[src/rtl/gpio_i2c_pkg.sv]
package gpio_i2c_pkg;
  localparam int unsigned BYTE_W = 8;
  localparam int unsigned ADDR_W = 2;
  localparam int unsigned SDA_BIT = 0;
  localparam int unsigned SCL_BIT = 1;
  localparam int unsigned N_LINES = 2;

  typedef enum logic [ADDR_W-1:0] {
    SEL_IN   = 2'd0,
    SEL_OUT  = 2'd1,
    SEL_DIR  = 2'd2,
    SEL_NONE = 2'd3
  } byte_sel_e;

  // open-drain: drive low when enabled as output with value 0
  function automatic logic od_pull(input logic dir_bit, input logic out_bit);
    return dir_bit & ~out_bit;
  endfunction

  // wired-AND of own drive and the external pull-down
  function automatic logic wired_level(input logic own_low, input logic ext_low);
    return ~(own_low | ext_low);
  endfunction
endpackage

[src/rtl/gpio_i2c_line.sv]
module gpio_i2c_line
  import gpio_i2c_pkg::*;
(
  input  logic dir_bit,
  input  logic out_bit,
  input  logic ext_low,
  output logic pull_low,
  output logic level
);
  always_comb begin
    pull_low = od_pull(dir_bit, out_bit);
    level    = wired_level(pull_low, ext_low);
  end
endmodule

[src/rtl/gpio_i2c_regfile.sv]
module gpio_i2c_regfile
  import gpio_i2c_pkg::*;
#(
  parameter int unsigned DW = BYTE_W,
  parameter int unsigned AW = ADDR_W
) (
  input  logic          clk,
  input  logic          rst_n,
  input  logic          wr_en,
  input  logic [AW-1:0] addr,
  input  logic [DW-1:0] wr_data,
  input  logic          sda_level_nxt,
  output logic [DW-1:0] in_q,
  output logic [DW-1:0] out_q,
  output logic [DW-1:0] dir_q,
  output logic [DW-1:0] out_nxt,
  output logic [DW-1:0] dir_nxt,
  output logic          commit,
  output logic [DW-1:0] rd_data
);
  byte_sel_e     sel;
  logic [DW-1:0] cur_byte;
  logic          writable;
  logic [DW-1:0] in_nxt;

  assign sel = byte_sel_e'(addr);

  always_comb begin
    unique case (sel)
      SEL_IN:  cur_byte = in_q;
      SEL_OUT: cur_byte = out_q;
      SEL_DIR: cur_byte = dir_q;
      default: cur_byte = '0;
    endcase
  end

  assign rd_data  = cur_byte;
  assign writable = wr_en && (sel == SEL_OUT || sel == SEL_DIR);
  assign commit   = writable && (wr_data != cur_byte);

  always_comb begin
    out_nxt = out_q;
    dir_nxt = dir_q;
    in_nxt  = in_q;
    if (commit) begin
      if (sel == SEL_OUT) out_nxt = wr_data;
      else                dir_nxt = wr_data;
      in_nxt = {{(DW-1){1'b0}}, sda_level_nxt};
    end
  end

  always_ff @(posedge clk or negedge rst_n) begin
    if (!rst_n) begin
      in_q  <= '0;
      out_q <= '0;
      dir_q <= '0;
    end else begin
      in_q  <= in_nxt;
      out_q <= out_nxt;
      dir_q <= dir_nxt;
    end
  end

  AST_HOLD_WITHOUT_COMMIT: assert property (@(posedge clk) disable iff (!rst_n)
    !commit |=> $stable({in_q, out_q, dir_q}));
  AST_RO_ADDR_IGNORED: assert property (@(posedge clk) disable iff (!rst_n)
    (wr_en && (addr == SEL_IN || addr == SEL_NONE)) |=> $stable({in_q, out_q, dir_q}));
  AST_OUT_STORED: assert property (@(posedge clk) disable iff (!rst_n)
    (commit && addr == SEL_OUT) |=> out_q == $past(wr_data));
  AST_DIR_STORED: assert property (@(posedge clk) disable iff (!rst_n)
    (commit && addr == SEL_DIR) |=> dir_q == $past(wr_data));
  AST_IN_UPPER_CLEAR: assert property (@(posedge clk) disable iff (!rst_n)
    in_q[DW-1:1] == '0);
  AST_IN_SAMPLED: assert property (@(posedge clk) disable iff (!rst_n)
    commit |=> in_q[0] == $past(sda_level_nxt));
endmodule

[src/rtl/gpio_i2c_bitbang.sv]
module gpio_i2c_bitbang
  import gpio_i2c_pkg::*;
(
  input  logic              clk,
  input  logic              rst_n,
  input  logic              wr_en,
  input  logic [ADDR_W-1:0] addr,
  input  logic [BYTE_W-1:0] wr_data,
  output logic [BYTE_W-1:0] rd_data,
  input  logic              sda_ext_low,
  input  logic              scl_ext_low,
  output logic              sda_pull_low,
  output logic              scl_pull_low
);
  logic [BYTE_W-1:0]  in_q, out_q, dir_q, out_nxt, dir_nxt;
  logic               commit;
  logic [N_LINES-1:0] ext_low;
  logic [N_LINES-1:0] nxt_pull, nxt_level;
  logic               scl_low_q;

  assign ext_low[SDA_BIT] = sda_ext_low;
  assign ext_low[SCL_BIT] = scl_ext_low;

  // line evaluation on next-state register values (level after the update)
  for (genvar g = 0; g < N_LINES; g++) begin : g_line
    gpio_i2c_line u_line (
      .dir_bit  (dir_nxt[g]),
      .out_bit  (out_nxt[g]),
      .ext_low  (ext_low[g]),
      .pull_low (nxt_pull[g]),
      .level    (nxt_level[g])
    );
  end

  gpio_i2c_regfile u_regs (
    .clk           (clk),
    .rst_n         (rst_n),
    .wr_en         (wr_en),
    .addr          (addr),
    .wr_data       (wr_data),
    .sda_level_nxt (nxt_level[SDA_BIT]),
    .in_q          (in_q),
    .out_q         (out_q),
    .dir_q         (dir_q),
    .out_nxt       (out_nxt),
    .dir_nxt       (dir_nxt),
    .commit        (commit),
    .rd_data       (rd_data)
  );

  // clock drive is re-evaluated only by a changing write with its direction set
  always_ff @(posedge clk or negedge rst_n) begin
    if (!rst_n)                         scl_low_q <= 1'b0;
    else if (commit && dir_nxt[SCL_BIT]) scl_low_q <= nxt_pull[SCL_BIT];
  end

  assign sda_pull_low = od_pull(dir_q[SDA_BIT], out_q[SDA_BIT]);
  assign scl_pull_low = scl_low_q;

  AST_SCL_HOLD: assert property (@(posedge clk) disable iff (!rst_n)
    (commit && !dir_nxt[SCL_BIT]) |=> $stable(scl_pull_low));
  AST_SCL_FOLLOW: assert property (@(posedge clk) disable iff (!rst_n)
    (commit && dir_nxt[SCL_BIT]) |=> scl_pull_low == !out_q[SCL_BIT]);
  AST_SCL_NO_COMMIT: assert property (@(posedge clk) disable iff (!rst_n)
    !commit |=> $stable(scl_pull_low));
  AST_SDA_RELEASED: assert property (@(posedge clk) disable iff (!rst_n)
    !dir_q[SDA_BIT] |-> !sda_pull_low);
endmodule

[config.mk]
export PLATFORM = sky130hd
export DESIGN_NAME = gpio_i2c_bitbang
export DESIGN_NICKNAME = d
export VERILOG_FILES = /design/src/rtl/gpio_i2c_pkg.sv /design/src/rtl/gpio_i2c_line.sv /design/src/rtl/gpio_i2c_regfile.sv /design/src/rtl/gpio_i2c_bitbang.sv
export SDC_FILE = /design/constraint.sdc
export NUM_CORES = 1
export LEC_CHECK = 0
export BUFFER_PORTS_ARGS = -buffer_cell sky130_fd_sc_hd__buf_2
export CAP_MARGIN = 20
export CORE_MARGIN = 3
export CORE_UTILIZATION = 29
export CTS_CLUSTER_DIAMETER = 50
export DETAILED_ROUTE_END_ITERATION = 8
export GPL_TIMING_DRIVEN = 0
export PLACE_DENSITY = 0.53
export SYNTH_ARGS = -nofsm -noshare
export SYNTH_HDL_FRONTEND = slang
export SYNTH_HIERARCHICAL = 1
export SYNTH_SLANG_ARGS = --single-unit
[constraint.sdc]
create_clock -name clk -period 4.5 [get_ports clk]
set_input_delay 0 -clock clk [delete_from_list [all_inputs] [get_ports clk]]
set_output_delay 0 -clock clk [all_outputs]
set_load 0.01 [all_outputs]
## Word-level counts from Yosys, hierarchy flattened

Cells that the tools add are included.

| word-level totals | value |
|---|---|
| register bits | 18 |
| bits in latches | 0 |
| memory bits (writable) | 0 |
| bits in read-only memories | 0 |
| bits of input ports | 15 |
| output and inout bits | 10 |
| logic and storage cells | 30 |
| memories | 0 |

| operators by class | value |
|---|---|
| add/subtract/negate cells | 0 |
| multiply operators | 0 |
| divide/modulo/power cells | 0 |
| order comparisons | 0 |
| equality and inequality tests | 3 |
| shifts and indexed selects | 0 |
| mux-type cells | 5 |
| bitwise operators | 9 |
| reductions and logical operators | 7 |

Operators with widths:

| kind | number |
|---|---|
| case mux 8 bit (3 select lines) | 1 |
| two-way mux 2 bit | 4 |
| inequality test 8 bit | 1 |
| inverter 1 bit | 5 |
| AND reduction 2 bit | 2 |
| AND 1 bit | 3 |
| logical AND 1 bit | 3 |
| == test 2 x 1 -> 1 bit (second input constant) | 1 |
| == test 2 bit (second input constant) | 1 |
| logical NOT 2 bit | 1 |
| logical OR 1 bit | 1 |
| OR 1 bit | 1 |

## Depth between registers and ports, before layout

| logic depth | value |
|---|---|
| depth in word-level cells | 9 |
| mapped depth | 12 |
| gate-level depth less buffers | 11 |

## Hierarchy

Netlist, hierarchy kept.

By module, submodules not included:

| module | instances | cells each | area an instance (um2) | seq. area each (um2) |
|---|---|---|---|---|
| gpio_i2c_regfile | 1 | 88 | 1012.2 | 425.4 |
| gpio_i2c_bitbang | 1 | 4 | 50.0 | 25.0 |
| gpio_i2c_line | 2 | 2 | 20.0 | 0.0 |

## Least setup slack after synthesis

OpenSTA, ideal clock, no wires.

| timing | value |
|---|---|
| kind | register to register |
| from | reg u_regs.dir_q[0] |
| to | reg scl_low_q (netlist: scl_pull_low) |
| setup time | 0.125 ns |
| arrival | 2.210 ns |
| required time | 4.375 ns |
| setup slack | 2.164 ns |
| cell stages (with the launch flop) | 8 |
| buffers on the path | 0 |
| clock period less this slack | 2.336 ns |
| cell sequence | dfrtp_1 a222oi_1 a211o_1 nor3_2 a211oi_4 mux2_2 nor2b_4 mux2_4 |

| on the way | value |
|---|---|
| elaborated cells on any way between the ends | 8 |
| those cells by class | eq/ne (1); mux (3); bitwise (2); reduce/logical (2) |

RTL lines:

| what | RTL line | source |
|---|---|---|
| start: declaration | gpio_i2c_regfile.sv:15 | `output logic [DW-1:0] dir_q,` |
| start signal: assignment | gpio_i2c_regfile.sv:60 | `dir_q <= dir_nxt;` |
| case mux 8 bit (3 select lines) | gpio_i2c_regfile.sv:29 | `unique case (sel)` |
| inequality test 8 bit | gpio_i2c_regfile.sv:39 | `assign commit = writable && (wr_data != cur_byte);` |
| logical AND 1 bit | gpio_i2c_regfile.sv:39 |  |
| two-way mux 2 bit | gpio_i2c_regfile.sv:45 | `if (commit) begin` |
| net dir_nxt[1] | gpio_i2c_bitbang.sv:15 | `logic [BYTE_W-1:0] in_q, out_q, dir_q, out_nxt, dir_nxt;` |
| AND 1 bit | gpio_i2c_pkg.sv:17 | `return dir_bit & ~out_bit;` |
| net nxt_pull[1] | gpio_i2c_bitbang.sv:18 | `logic [N_LINES-1:0] nxt_pull, nxt_level;` |
| end signal: assignment | gpio_i2c_bitbang.sv:54 | `else if (commit && dir_nxt[SCL_BIT]) scl_low_q <= nxt_pull[SCL_BIT];` |
| end: declaration | gpio_i2c_bitbang.sv:19 | `logic scl_low_q;` |

The timed path passes the listed nets, and every way through them passes these cells.
A chain may end at the register's enable or synchronous reset.

## Worst setup path in the final report

Same ends and word-level chain as after synthesis.

==> impl_results.md <==
* Layout Area Growth over Synthesis at 26.83%
* Leak at ~0.60 nW
* Net Switching at 0.1410 mW
* Critical-path top delay cell: a222oi_1
* Area of the multi-input gates at around 560 sq um
* CP Capture Point: scl_pull_low$_DFFE_PN0P_
* Final #Nets at about 140
* Synth Area per Inst at ~12 sq um
* ANT cells at 0
* Fin. max-slew vios at 0
* Final hold violation count at 0
* CTS tree: done
* Clock root cell: clkbuf_4
* Finished Core Util at 0.3891
* Total power at 0.4744 mW
* R2r worst-path depth at 7
* Setup TNS at 0 ns
* # rows at 21
* Most frequent cells in the layout: 25 x buf_2, 18 x dfrtp_1, 17 x mux2_2
* Slew HR at 0.6315
* Yosys Warn Count at 6
* GRT overflow at 0
* Unrepaired setup endpoints after global routing: false
* Starting density of the core at 0.3068
* Final worst path period share at 0.5839
* Seq pwr share at 0.475
* Port bufs at 23
* Vias in the first global route at between 800 and 900
* Clk buf depth at 2
* Clock slew at reported path FFs at 0.10 ns
* Clk pwr share at 0.205
* Core area at 3390 sq um
* Antenna violation net count after detailed routing at 0
* Delay-heaviest family, CP: compound AO/OA/AOI/OAI gates
* TritonCTS Buffers at 3
* Fraction of layout instances using a drive strength above 1 at 0.4545
* Clock Sinks at 18
* Logic gate share of total power at 0.320
* Internal cell power at 0.3334 mW
* Sw frac at 0.2971
* Clock Skews at 0.005939 ns
* # H-tree levels at 1
* Vias at 795
* Fin Hold WS at approximately 0.016 ns
* DRT Wirelength at around 2300 um
* DR WL/cell at 13.85 um
* Die area at about 4300 sq um
* Crit. Startpoint: u_regs/dir_q[0]$_DFF_PN0_
* Die X at 65.88 um
* Gr usage total at 0.1169
* Critical Path Fanout Max at 8
* Startpoint types: register
* Critical path required time at around 4.7 ns
* Status: finished, final reports clean
* Reg-to-Reg Start: u_regs/dir_q[0]$_DFF_PN0_
* Resized cells post-CTS at 0
* FF-to-FF End: scl_pull_low$_DFFE_PN0P_
* GP Congestion at ~0.67
* Hpwl dp at about 1700 um
* # fillers at 341
* Setup violators final at 0
* First-pass GRT wire length at 3836 um
* Worst Setup End Kind: register
* Iter 0 DRT Violations at 26
* Largest stage delay, worst path at between 0.5 and 0.6 ns
* Worst reg2reg setup slack at 1.87 ns
* Max Freq at 380.6 MHz
* Worst slew pin tran at between 0.5 and 0.6 ns
* CP Data Arrival Time at 2.82 ns
* Commonest non-fill, non-tap cell in the layout: buf_2
* Clk Latency, worst-skew pair at 0.29 ns
* Via density at around 4.8
* Die Ht at between 60 and 70 um
* Worst min path class: input pin to register
* Post-CTS setup buffer count at 0
* Initial antenna violation count at 0
* Synthesized cell area at a little over 1000 sq um
* CP bufs+invs at 0
* Register Area at between 400 and 500 sq um
* Peak supply drop at ~0.26 mV
* CP cell instances: a222oi_1 -> a211o_1 -> nor3_2 -> a211oi_4 -> mux2_2 -> nor2b_4 -> mux2_4
* DRC violation count after routing at 0
* Fin crit period at 2.627 ns
* Syn Nets at 106
* MaxCap Viol Count at 0
* First drt pass iteration count at 4
* CP Depth at 7
* # IOs at 25
* PwrDens at 359.7 nW/um^2
* Largest net degree at the start of global routing at 19
* Post-Synthesis Cells at 87
* Crit path kind: register to register
## sequential cells by signal (all words and copies together) (netlist names)
signal,count
u_regs/dir_q,8
u_regs/in_q,1
scl_pull_low,1
u_regs/out_q,8
## routing by layer
layer	wire length (um)	part of all wire	vias up	track usage
met5	0	0	-	0
met1	976	0.42	386	0.1324
met4	12	0.0052	0	0.03109
met2	1181	0.51	19	0.2028
li1	-	-	388	-
met3	143	0.062	2	0.04592
## stage by stage
stage          std cells  worst slack, ns  area, sq um
6_report             167            1.873         1319
5_1_grt              167            1.657         1319
4_1_cts              167            1.828         1319
3_5_place_dp         156            1.694         1212
3_3_place_gp         156            1.733         1212
2_1_floorplan         87            2.174         1040
## area by class of cell
cell class	count	share of cell area
Buffer	3	0.01328
Clock buffer	4	0.02751
Inverter	2	0.005693
Multi-Input combinational cell	64	0.4279
Sequential cell	18	0.3416
Tap cell	46	0.04364
Timing Repair Buffer	30	0.1404
## power groups by stage
stage	clock, mW	sequential [mW]	combinational [mW]
floorplan	0	0.225	0.106
global placement	0	0.227	0.147
detailed placement	0	0.228	0.149
CTS	0.102	0.226	0.154
global route	0.112	0.231	0.167
finish	0.0972	0.225	0.152
## worst min-delay path by stage
stage,startpoint,to,slack [ns],cells after the start
after floorplan,rst_n,scl_pull_low$_DFFE_PN0P_,-0.30,0
after global placement,rst_n,u_regs/out_q[0]$_DFF_PN0_,-0.04,1
after detailed placement,rst_n,u_regs/in_q[0]$_DFFE_PN0P_,-0.04,1
after CTS,wr_data[1],u_regs/dir_q[1]$_DFF_PN0_,0.005,2
after global routing,wr_data[1],u_regs/dir_q[1]$_DFF_PN0_,0.009,2
final,wr_data[1],u_regs/dir_q[1]$_DFF_PN0_,0.02,2
## repair_timing
item | CTS | global route
setup endpoints to repair | 0 | 0
endpoints found under the hold margin | 30 | 0
hold buffers | 7 | 0
(Power assumes the default switching activity.)
